**src/rtl/sercfg_pkg.sv**
```systemverilog
package sercfg_pkg;

   // field widths
   localparam int CTL_W  = 2;
   localparam int TAP_W  = 2;
   localparam int REF_W  = 14;
   localparam int SWL_W  = 7;
   localparam int MAIN_W = 11;
   localparam int NSEC   = 2;

   // reference word layout (positions above the routing bits)
   localparam int TAP_POS  = CTL_W;
   localparam int REF_POS  = TAP_POS + TAP_W;
   localparam int PUMP_POS = REF_POS + REF_W;
   localparam int REF_USED = PUMP_POS + 1;

   // counter word layout
   localparam int MON_POS  = CTL_W;
   localparam int PRE_POS  = MON_POS + 1;
   localparam int POL_POS  = PRE_POS + 1;
   localparam int SWL_POS  = POL_POS + 1;
   localparam int MAIN_POS = SWL_POS + SWL_W;
   localparam int CNT_USED = MAIN_POS + MAIN_W;

   // shift register length covers the longer of the two layouts
   localparam int WORD_W = (CNT_USED > REF_USED) ? CNT_USED : REF_USED;

   typedef logic [WORD_W-1:0] cfg_word_t;

   typedef struct packed {
      logic [REF_W-1:0] div;
      logic [TAP_W-1:0] tap;
      logic             pump_hi;
   } ref_fields_t;

   typedef struct packed {
      logic [MAIN_W-1:0] main_div;
      logic [SWL_W-1:0]  swal_div;
      logic              mon_en;
      logic              pre_sel;
      logic              pol;
   } cnt_fields_t;

   function automatic ref_fields_t unpack_ref(input cfg_word_t w);
      ref_fields_t f;
      f.div     = w[REF_POS +: REF_W];
      f.tap     = w[TAP_POS +: TAP_W];
      f.pump_hi = w[PUMP_POS];
      return f;
   endfunction

   function automatic cnt_fields_t unpack_cnt(input cfg_word_t w);
      cnt_fields_t f;
      f.main_div = w[MAIN_POS +: MAIN_W];
      f.swal_div = w[SWL_POS +: SWL_W];
      f.mon_en   = w[MON_POS];
      f.pre_sel  = w[PRE_POS];
      f.pol      = w[POL_POS];
      return f;
   endfunction

endpackage

```
**src/rtl/sercfg_sync.sv**
```systemverilog
module sercfg_sync #(
   parameter int W      = 3,
   parameter int STAGES = 2
) (
   input  logic         clk,
   input  logic         rst_n,
   input  logic [W-1:0] raw_i,
   output logic [W-1:0] lvl_o
);

   logic [W-1:0] chain [STAGES];

   // one flop per stage; the first stage samples the pins
   for (genvar g = 0; g < STAGES; g++) begin : g_stage
      if (g == 0) begin : g_first
         always_ff @(posedge clk or negedge rst_n) begin
            if (!rst_n) chain[g] <= '0;
            else        chain[g] <= raw_i;
         end
      end else begin : g_next
         always_ff @(posedge clk or negedge rst_n) begin
            if (!rst_n) chain[g] <= '0;
            else        chain[g] <= chain[g-1];
         end
      end
   end

   assign lvl_o = chain[STAGES-1];

endmodule

```
**src/rtl/sercfg_shift.sv**
```systemverilog
module sercfg_shift
   import sercfg_pkg::*;
(
   input  logic      clk,
   input  logic      rst_n,
   input  logic      shift_en,
   input  logic      din,
   output cfg_word_t word_q
);

   always_ff @(posedge clk or negedge rst_n) begin
      if (!rst_n)        word_q <= '0;
      else if (shift_en) word_q <= {word_q[WORD_W-2:0], din};
   end

endmodule

```
**src/rtl/sercfg_section.sv**
```systemverilog
module sercfg_section
   import sercfg_pkg::*;
#(
   parameter int RST_REF  = 3,
   parameter int RST_MAIN = 3,
   parameter int RST_SWAL = 0
) (
   input  logic        clk,
   input  logic        rst_n,
   input  logic        wr_ref,
   input  logic        wr_cnt,
   input  cfg_word_t   word,
   output ref_fields_t ref_q,
   output cnt_fields_t cnt_q
);

   always_ff @(posedge clk or negedge rst_n) begin
      if (!rst_n) begin
         ref_q.div     <= REF_W'(RST_REF);
         ref_q.tap     <= '0;
         ref_q.pump_hi <= 1'b0;
      end else if (wr_ref) begin
         ref_q <= unpack_ref(word);
      end
   end

   always_ff @(posedge clk or negedge rst_n) begin
      if (!rst_n) begin
         cnt_q.main_div <= MAIN_W'(RST_MAIN);
         cnt_q.swal_div <= SWL_W'(RST_SWAL);
         cnt_q.mon_en   <= 1'b0;
         cnt_q.pre_sel  <= 1'b0;
         cnt_q.pol      <= 1'b0;
      end else if (wr_cnt) begin
         cnt_q <= unpack_cnt(word);
      end
   end

   // a latch without its write strobe holds its value
   a_r6_ref_hold: assert property (@(posedge clk) disable iff (!rst_n)
      !wr_ref |=> $stable(ref_q));
   a_r6_cnt_hold: assert property (@(posedge clk) disable iff (!rst_n)
      !wr_cnt |=> $stable(cnt_q));

endmodule

```
**src/rtl/sercfg_loader.sv**
```systemverilog
module sercfg_loader
   import sercfg_pkg::*;
#(
   parameter int SYNC_STAGES  = 2,
   parameter int RST_REF_DIV  = 3,
   parameter int RST_MAIN_DIV = 3,
   parameter int RST_SWAL_DIV = 0
) (
   input  logic              clk,
   input  logic              rst_n,
   input  logic              sdat_i,
   input  logic              sclk_i,
   input  logic              sload_i,
   output logic [REF_W-1:0]  lo_ref_div_o,
   output logic [TAP_W-1:0]  lo_tap_sel_o,
   output logic              lo_pump_hi_o,
   output logic [MAIN_W-1:0] lo_main_div_o,
   output logic [SWL_W-1:0]  lo_swal_div_o,
   output logic              lo_mon_en_o,
   output logic              lo_pre_sel_o,
   output logic              lo_pol_o,
   output logic [REF_W-1:0]  hi_ref_div_o,
   output logic [TAP_W-1:0]  hi_tap_sel_o,
   output logic              hi_pump_hi_o,
   output logic [MAIN_W-1:0] hi_main_div_o,
   output logic [SWL_W-1:0]  hi_swal_div_o,
   output logic              hi_mon_en_o,
   output logic              hi_pre_sel_o,
   output logic              hi_pol_o
);

   localparam int LN_DAT = 0;
   localparam int LN_CLK = 1;
   localparam int LN_LD  = 2;
   localparam int LANES  = 3;

   // elaboration-time parameter checks
   if (SYNC_STAGES < 2) begin : g_bad_sync
      $error("sercfg_loader: SYNC_STAGES must be at least 2");
   end
   if (RST_REF_DIV < 3 || RST_REF_DIV >= (1 << REF_W)) begin : g_bad_ref
      $error("sercfg_loader: RST_REF_DIV out of range");
   end
   if (RST_MAIN_DIV < 3 || RST_MAIN_DIV >= (1 << MAIN_W)) begin : g_bad_main
      $error("sercfg_loader: RST_MAIN_DIV out of range");
   end
   if (RST_SWAL_DIV < 0 || RST_SWAL_DIV >= (1 << SWL_W)) begin : g_bad_swal
      $error("sercfg_loader: RST_SWAL_DIV out of range");
   end
   if (NSEC != 2) begin : g_bad_nsec
      $error("sercfg_loader: one routing bit selects the section, NSEC must be 2");
   end

   // synchronize the three pins
   logic [LANES-1:0] raw, lvl;
   assign raw = {sload_i, sclk_i, sdat_i};

   sercfg_sync #(.W(LANES), .STAGES(SYNC_STAGES)) u_sync (
      .clk   (clk),
      .rst_n (rst_n),
      .raw_i (raw),
      .lvl_o (lvl)
   );

   // edge detection in the system clock domain
   logic sclk_q, sld_q;
   always_ff @(posedge clk or negedge rst_n) begin
      if (!rst_n) begin
         sclk_q <= 1'b0;
         sld_q  <= 1'b0;
      end else begin
         sclk_q <= lvl[LN_CLK];
         sld_q  <= lvl[LN_LD];
      end
   end

   logic sclk_rise, ld_rise, shift_en;
   assign sclk_rise = lvl[LN_CLK] & ~sclk_q;
   assign ld_rise   = lvl[LN_LD]  & ~sld_q;
   assign shift_en  = sclk_rise & ~lvl[LN_LD];

   cfg_word_t word;

   sercfg_shift u_shift (
      .clk      (clk),
      .rst_n    (rst_n),
      .shift_en (shift_en),
      .din      (lvl[LN_DAT]),
      .word_q   (word)
   );

   // routing: bit 0 chooses the section, bit 1 the word kind
   logic [NSEC-1:0] wr_ref, wr_cnt;
   always_comb begin
      for (int s = 0; s < NSEC; s++) begin
         wr_ref[s] = ld_rise && (word[0] == s[0]) && !word[1];
         wr_cnt[s] = ld_rise && (word[0] == s[0]) &&  word[1];
      end
   end

   ref_fields_t ref_q [NSEC];
   cnt_fields_t cnt_q [NSEC];

   for (genvar g = 0; g < NSEC; g++) begin : g_sec
      sercfg_section #(
         .RST_REF  (RST_REF_DIV),
         .RST_MAIN (RST_MAIN_DIV),
         .RST_SWAL (RST_SWAL_DIV)
      ) u_sec (
         .clk    (clk),
         .rst_n  (rst_n),
         .wr_ref (wr_ref[g]),
         .wr_cnt (wr_cnt[g]),
         .word   (word),
         .ref_q  (ref_q[g]),
         .cnt_q  (cnt_q[g])
      );
   end

   assign lo_ref_div_o  = ref_q[0].div;
   assign lo_tap_sel_o  = ref_q[0].tap;
   assign lo_pump_hi_o  = ref_q[0].pump_hi;
   assign lo_main_div_o = cnt_q[0].main_div;
   assign lo_swal_div_o = cnt_q[0].swal_div;
   assign lo_mon_en_o   = cnt_q[0].mon_en;
   assign lo_pre_sel_o  = cnt_q[0].pre_sel;
   assign lo_pol_o      = cnt_q[0].pol;
   assign hi_ref_div_o  = ref_q[1].div;
   assign hi_tap_sel_o  = ref_q[1].tap;
   assign hi_pump_hi_o  = ref_q[1].pump_hi;
   assign hi_main_div_o = cnt_q[1].main_div;
   assign hi_swal_div_o = cnt_q[1].swal_div;
   assign hi_mon_en_o   = cnt_q[1].mon_en;
   assign hi_pre_sel_o  = cnt_q[1].pre_sel;
   assign hi_pol_o      = cnt_q[1].pol;

   // while the strobe is high the word register does not move
   a_r8_no_shift_under_load: assert property (@(posedge clk) disable iff (!rst_n)
      lvl[LN_LD] |=> $stable(word));

   // the word register only moves on a serial clock edge
   a_r2_shift_only_on_edge: assert property (@(posedge clk) disable iff (!rst_n)
      !sclk_rise |=> $stable(word));

   // exactly one latch strobed per load, none otherwise
   a_r6_single_target: assert property (@(posedge clk) disable iff (!rst_n)
      $countones({wr_ref, wr_cnt}) == (ld_rise ? 1 : 0));

   // a held strobe yields a single transfer
   a_r7_single_transfer: assert property (@(posedge clk) disable iff (!rst_n)
      ld_rise |=> !ld_rise);

endmodule

```
**config.mk**
```make
export PLATFORM = sky130hd
export DESIGN_NAME = sercfg_loader
export DESIGN_NICKNAME = d
export VERILOG_FILES = /design/src/rtl/sercfg_pkg.sv /design/src/rtl/sercfg_sync.sv /design/src/rtl/sercfg_shift.sv /design/src/rtl/sercfg_section.sv /design/src/rtl/sercfg_loader.sv
export SDC_FILE = /design/constraint.sdc
export NUM_CORES = 1
export LEC_CHECK = 0
export BUFFER_PORTS_ARGS = -buffer_cell sky130_fd_sc_hd__buf_2
export CAP_MARGIN = 20
export CORE_UTILIZATION = 58
export DETAILED_ROUTE_END_ITERATION = 8
export MAX_ROUTING_LAYER = met4
export PLACE_DENSITY = 0.93
export SYNTH_ARGS = -nofsm -noshare
export SYNTH_HDL_FRONTEND = slang
export SYNTH_SLANG_ARGS = --single-unit
```
**constraint.sdc**
```tcl
create_clock -name clk -period 3.2 [get_ports clk]
set_input_delay 0.64 -clock clk [delete_from_list [all_inputs] [get_ports clk]]
set_output_delay 0.64 -clock clk [all_outputs]
set_load 0.005 [all_outputs]
```
==> impl_table.tex, run 1 <==
\begin{tabular}{lr}
\hline
Metric & Value \\
\hline
\multicolumn{2}{l}{\textbf{Route}} \\
Iter 0 DRT Violations & 52 \\
Antenna Violating Nets Remaining & 0 \\
Drt first pass iters & 6 \\
Via count & 2162 \\
Drt drc & 7 \\
Ratio of routed vias to standard cells & 5.572 \\
Total wire length after detailed routing & 7.145 mm \\
Routed wire per std cell & 18.41 µm \\
\multicolumn{2}{l}{\textbf{Outcome}} \\
Failing checks & design-rule violations \\
Outcome & finished with violations \\
\multicolumn{2}{l}{\textbf{Clock network}} \\
TritonCTS clock tree & done \\
Max H-tree Level & 3 \\
Clock root buffer & sky130\_fd\_sc\_hd\_\_clkbuf\_8 \\
Total number of clock tree sinks & 107 \\
\# resized after CTS & 0 \\
Clk Latency, worst-skew pair & 370 ps \\
Number of CTS-inserted buffers & 9 \\
Post-CTS setup buffer count & 0 \\
Number of buffers on the longest clock path & 2 \\
CTS clk-pin slew, worst paths & 110 ps \\
Count of hold buffers inserted by post-cts repair & 0 \\
\multicolumn{2}{l}{\textbf{Timing}} \\
Final Worst Setup Slack & 1248 ps \\
Worst slew pin tran & 687.1 ps \\
Clock period minus worst slack & 1952 ps \\
Final hold violation count & 0 \\
Setup repair after global routing missed its margin & false \\
Max-slew headroom & 0.5395 \\
Final max-slew violation count & 0 \\
Max Freq & 512.2 MHz \\
Share of the clock period used by the worst path & 0.6101 \\
Setup TNS & 0 ps \\
Endpoints failing setup & 0 \\
Post-Route Skew & 9.377 ps \\
\multicolumn{2}{l}{\textbf{Global route}} \\
Initial antenna violation count & 0 \\
Pin count of the biggest net entering global routing & 58 \\
Wire length of the first global-routing pass & 11.83 mm \\
Total routing resource utilization after global routing & 0.2306 \\
Total global routing overflow & 0 \\
Number of global-route vias before repair & 2230 \\
\multicolumn{2}{l}{\textbf{Synth}} \\
Area fraction of the dominant cell type after synthesis & 0.6294 \\
Instance count of the mapped netlist & 220 \\
List of most frequent post-synthesis cells & sky130\_fd\_sc\_hd\_\_dfrtp\_1, sky130\_fd\_sc\_hd\_\_mux2\_2, sky130\_fd\_sc\_hd\_\_dfstp\_2, sky130\_fd\_sc\_hd\_\_buf\_2, sky130\_fd\_sc\_hd\_\_buf\_6 \\
Distinct cells, synth & 9 \\
Biggest area contributors in the synthesized netlist & sky130\_fd\_sc\_hd\_\_dfrtp\_1, sky130\_fd\_sc\_hd\_\_mux2\_2, sky130\_fd\_sc\_hd\_\_dfstp\_2 \\
Dominant cell type by area after synthesis & sky130\_fd\_sc\_hd\_\_dfrtp\_1 \\
Yosys reg bits & 107 \\
Net count of the mapped netlist & 225 \\
Share of the yosys chip area belonging to registers & 0.6828 \\
Average cell area after synthesis & 17.89 µm² \\
Number of enable-type register cells in the synthesized netlist & 0 \\
Summed instance area of the synthesized netlist & 3936 µm² \\
Number of warnings issued by yosys & 0 \\
Share of synthesized flip-flops with an asynchronous set or reset & 1.000 \\
Primary FF master, synth & sky130\_fd\_sc\_hd\_\_dfrtp\_1 \\
\multicolumn{2}{l}{\textbf{Placement}} \\
Number of placed instances with taps included & 372 \\
Input/output buffers & 80 \\
Worst slack after detailed placement & 1289 ps \\
HPWL reported at the end of detailed placement & 4.722 mm \\
Gpl congestion & 0.7369 \\
Post-detailed-placement cell area & 4420 µm² \\
\multicolumn{2}{l}{\textbf{Die}} \\
Die ar. & 7120 µm² \\
Ports & 81 \\
Placement row count & 29 \\
Vertical extent of the die & 84.38 µm \\
Core outline area & 6459 µm² \\
Die span in x & 84.38 µm \\
Initial Util & 0.6095 \\
\multicolumn{2}{l}{\textbf{Final layout}} \\
Antenna diode count & 0 \\
Final cell count without fillers & 388 \\
Post-route standard cell area excluding fillers & 4619 µm² \\
Post-layout net count & 311 \\
Final core occ & 0.7152 \\
Area growth from synthesis to layout & 17.36\% \\
Layout cell share with drive strength beyond 1 & 0.6785 \\
\multicolumn{2}{l}{\textbf{Critical path}} \\
Startpoint of the worst-slack reg-to-reg timing path & sld\_q \\
Endpoint kind of the worst setup timing path & register \\
Required time worst endpoint & 3460 ps \\
FF-to-FF setup slack & 1250 ps \\
Crit path launch type & register \\
Worst EP arrival & 2220 ps \\
Worst-path fanout max & 12 \\
Number of cells on the worst reg-to-reg path & 3 \\
Capture point of the worst reg-to-reg path & g\_sec[1].u\_sec.cnt\_q[16] \\
WS Path Type & reg2reg \\
\multicolumn{2}{l}{\textbf{Min path}} \\
Class of the worst hold path & in2async \\
\multicolumn{2}{l}{\textbf{Power and ir drop}} \\
Peak supply drop & 0.0003541 V \\
Power density cells & 637.0 nW/µm² \\
Lkg Pwr & 2.500 nW \\
\multicolumn{2}{l}{\textbf{Job}} \\
Number of max-cap violations & 0 \\
\hline
\end{tabular}
-- worst max path at each step --
stage                 startpoint                        to  slack, ps  depth (start not counted)
4_1_cts                    sld_q   g_sec[1].u_sec.cnt_q[8]       1250                          3
2_1_floorplan  u_shift.word_q[0]  g_sec[0].u_sec.ref_q[10]       1640                          3
3_5_place_dp               sld_q  g_sec[1].u_sec.cnt_q[16]       1290                          3
5_1_grt                    sld_q   g_sec[1].u_sec.cnt_q[8]       1170                          3
3_3_place_gp               sld_q   g_sec[1].u_sec.cnt_q[7]       1350                          3
6_report                   sld_q  g_sec[1].u_sec.cnt_q[16]       1250                          3
-- flip-flops by register name, summed over array words and instances (netlist names) --
signal and flops:
g_sec.u_sec.cnt_q 42, sld_q 1, u_sync.chain 3, u_sync.lvl_o 3, sclk_q 1, g_sec.u_sec.ref_q 34, u_shift.word_q 23
-- layer usage --
layer | global-route usage | vias to the layer above | share of wire
met2 | 0.3502 | 63 | 0.48
met1 | 0.3080 | 1131 | 0.45
li1 | - | 953 | -
met5 | - | - | 0
met3 | 0.04818 | 15 | 0.050
met4 | 0.09707 | 0 | 0.019
-- final cells by class --
type / instances / area, µm²
clock inverter: 6 / 61.31
fill: 442 / 1839
timing repair buffer: 84 / 445.4
clock buffer: 10 / 137.6
sequential: 107 / 2688
multi-input combinational: 104 / 1191
tap: 77 / 96.34
-- logic make-up (layout without fill, tap and decap cells) --
logic type,after synthesis,in the layout,share of synthesized area
DFF,107,107,0.6828
muxes,99,99,0.2832
and+or+nand+nor,5,5,0.01780
buffers and inverters,9,100,0.01621
-- where the power goes --
part,internal (mW),switching [mW]
combinational,0.263,0.179
sequential,1.55,0.151
clock,0.320,0.478
total,2.13,0.808
-- critical path: stages, from the launching register on --
cell and delay (ps):
sky130_fd_sc_hd__dfrtp_1 440, sky130_fd_sc_hd__nand4b_1 650, sky130_fd_sc_hd__buf_4 450, sky130_fd_sc_hd__mux2_2 300
-- cells in the final DEF, fill, tap and decap left out, types with 2 or more instances in the layout --
master / instances
sky130_fd_sc_hd__mux2_2: 99
sky130_fd_sc_hd__dfrtp_1: 99
sky130_fd_sc_hd__buf_2: 79
sky130_fd_sc_hd__clkbuf_8: 10
sky130_fd_sc_hd__dfstp_2: 8
sky130_fd_sc_hd__buf_4: 4
sky130_fd_sc_hd__clkinv_4: 3
sky130_fd_sc_hd__and4bb_2: 2
-- through the flow --
stage | power [mW] | hold WS, ps
floorplan | 1.932 | 331.2
global placement | 2.149 | 345.6
detailed placement | 2.177 | 355.6
CTS | 2.972 | 293.1
global route | 3.082 | 319.3
finish | 2.942 | 273.6
No activity file was read; power rests on OpenSTA's default activity.
==> run 2, diff against run 1 <==
- CORE_UTILIZATION: 58 -> 54
- PLACE_DENSITY: 0.93 -> 0.88
- clock period: 3.2 -> 1.8 ns (I/O delays scaled with it)
==> run 2 against run 1 <==
Compared with the run above:
- the run now ends clean
- critical endpoint is now g_sec[0].u_sec.ref_q[8]
- setup slack lost 940 ps
- critical path depth is the same
- first-iteration DRC count grew 63%
- non-clock buffer count grew 6
- largest power group unchanged
- global-route usage shrank 1.4 points
==> impl_table.tex, run 2 (synthesis results as in run 1) <==
\begin{tabular}{lr}
\hline
Metric & Value \\
\hline
\multicolumn{2}{l}{\textbf{Min path}} \\
Class of the worst hold path & in2async \\
\multicolumn{2}{l}{\textbf{Clock network}} \\
Clock root buffer & sky130\_fd\_sc\_hd\_\_clkbuf\_8 \\
Clk Latency, worst-skew pair & 360 ps \\
Total number of clock tree sinks & 107 \\
Post-CTS setup buffer count & 0 \\
Number of CTS-inserted buffers & 9 \\
Max H-tree Level & 3 \\
Count of hold buffers inserted by post-cts repair & 0 \\
TritonCTS clock tree & done \\
Number of buffers on the longest clock path & 2 \\
CTS clk-pin slew, worst paths & 100 ps \\
\# resized after CTS & 0 \\
\multicolumn{2}{l}{\textbf{Placement}} \\
Number of placed instances with taps included & 397 \\
Post-detailed-placement cell area & 4514 µm² \\
Gpl congestion & 0.7322 \\
Input/output buffers & 80 \\
Worst slack after detailed placement & 314.0 ps \\
HPWL reported at the end of detailed placement & 4.580 mm \\
\multicolumn{2}{l}{\textbf{Power and ir drop}} \\
Clock power share & 0.260 \\
Total power after layout & 5.169 mW \\
Sequential cell fraction of total power & 0.586 \\
Relative contribution of combinational cells to total power & 0.155 \\
Power density cells & 1099 nW/µm² \\
Net load switching power & 1.373 mW \\
Proportion of total power due to net switching & 0.2657 \\
Peak supply drop & 0.0005693 V \\
Lkg Pwr & 2.523 nW \\
Internal power & 3.795 mW \\
\multicolumn{2}{l}{\textbf{Die}} \\
Core outline area & 6907 µm² \\
Placement row count & 30 \\
Die ar. & 7634 µm² \\
Vertical extent of the die & 87.38 µm \\
Die span in x & 87.38 µm \\
Initial Util & 0.5699 \\
Ports & 81 \\
\multicolumn{2}{l}{\textbf{Timing}} \\
Setup repair after global routing missed its margin & false \\
Final max-slew violation count & 0 \\
Share of the clock period used by the worst path & 0.8311 \\
Max Freq & 668.5 MHz \\
Final Worst Setup Slack & 304.0 ps \\
Worst hold margin & 35.64 ps \\
Endpoints failing setup & 0 \\
Post-Route Skew & 8.361 ps \\
Final hold violation count & 0 \\
Setup TNS & 0 ps \\
Worst slew pin tran & 557.1 ps \\
Max-slew headroom & 0.6286 \\
Clock period minus worst slack & 1496 ps \\
\multicolumn{2}{l}{\textbf{Critical path}} \\
Worst EP arrival & 1740 ps \\
WS Path Type & reg2reg \\
Crit path launch type & register \\
Endpoint kind of the worst setup timing path & register \\
Required time worst endpoint & 2040 ps \\
Worst-path fanout max & 11 \\
\multicolumn{2}{l}{\textbf{Global route}} \\
Total routing resource utilization after global routing & 0.2164 \\
Pin count of the biggest net entering global routing & 108 \\
Gr busiest metal & met2 \\
Met2 track utilization from global routing & 0.3104 \\
Initial antenna violation count & 0 \\
Total global routing overflow & 0 \\
Number of global-route vias before repair & 2261 \\
Met1 global-route usage & 0.3053 \\
Wire length of the first global-routing pass & 11.87 mm \\
Met3 Track Usage GR & 0.04739 \\
\multicolumn{2}{l}{\textbf{Final layout}} \\
Layout cell share with drive strength beyond 1 & 0.6845 \\
Post-layout net count & 317 \\
Post-route standard cell area excluding fillers & 4702 µm² \\
Most used cells in the layout excluding fill and tap cells & sky130\_fd\_sc\_hd\_\_mux2\_2, sky130\_fd\_sc\_hd\_\_dfrtp\_1, sky130\_fd\_sc\_hd\_\_buf\_2 \\
Final cell count without fillers & 413 \\
Flip-flop count of the largest register after layout & 42 \\
Largest registers ranked by flip-flop count & g\_sec.u\_sec.cnt\_q: 42 flops, g\_sec.u\_sec.ref\_q: 34 flops, u\_shift.word\_q: 23 flops \\
Final core occ & 0.6808 \\
Largest register by flop count & g\_sec.u\_sec.cnt\_q \\
Area growth from synthesis to layout & 19.45\% \\
Antenna diode count & 0 \\
\multicolumn{2}{l}{\textbf{Route}} \\
Via count & 2130 \\
Ratio of routed vias to standard cells & 5.157 \\
Routed wire per std cell & 17.07 µm \\
Iter 0 DRT Violations & 85 \\
Total wire length after detailed routing & 7.048 mm \\
Drt first pass iters & 3 \\
Drt drc & 0 \\
Antenna Violating Nets Remaining & 0 \\
\multicolumn{2}{l}{\textbf{Job}} \\
Number of max-cap violations & 0 \\
\multicolumn{2}{l}{\textbf{Outcome}} \\
Outcome & finished clean \\
\hline
\end{tabular}
-- run 2: cell count changes in the layout (fill, tap and decap cells not counted), sizes merged --
cell | before | now
clkinv | 4 | 1
clkinvlp | 1 | 4
buf | 84 | 90
-- run 2: area by class of cell --
class / instances / area, µm²
multi-input cells: 104 / 1191
well taps: 96 / 120.1
clock buffers: 10 / 137.6
flip-flops and latches: 107 / 2688
repair buffers: 90 / 515.5
clock inverters: 6 / 50.05
fillers: 543 / 2205
-- run 2: final timing paths --
path	start	end	slack (ps)	cells after the start
worst min-delay path	rst_n	g_sec[0].u_sec.cnt_q[5]	40	2
max in group asynchronous	rst_n	sclk_q	1320	2
min in group clk	sdat_i	u_sync.chain[3]	110	1
worst max-delay path	u_shift.word_q[0]	g_sec[0].u_sec.ref_q[8]	300	3
worst max register to register	u_shift.word_q[0]	g_sec[0].u_sec.ref_q[8]	300	3
worst min register to register	u_sync.chain[5]	u_sync.lvl_o[2]	360	0
-- run 2: power groups by stage --
stage / sequential [mW] / combinational (mW) / clock, mW
final: 3.03 / 0.799 / 1.34
after global routing: 3.08 / 0.892 / 1.48
after CTS: 3.03 / 0.816 / 1.39
after detailed placement: 3.07 / 0.814 / 0
after global placement: 3.06 / 0.790 / 0
after floorplan: 3.02 / 0.409 / 0
-- run 2: layer usage --
| metal | up-vias | share of wire |
|---|---|---|
| met3 | 9 | 0.048 |
| met5 | - | 0 |
| li1 | 964 | - |
| met4 | 0 | 0.013 |
| met2 | 63 | 0.45 |
| met1 | 1094 | 0.49 |
-- run 2: critical path, cell delays in order (launching register included) --
cell and delay [ps]:
sky130_fd_sc_hd__dfrtp_1 470, sky130_fd_sc_hd__nor4b_4 310, sky130_fd_sc_hd__buf_4 250, sky130_fd_sc_hd__mux2_2 360
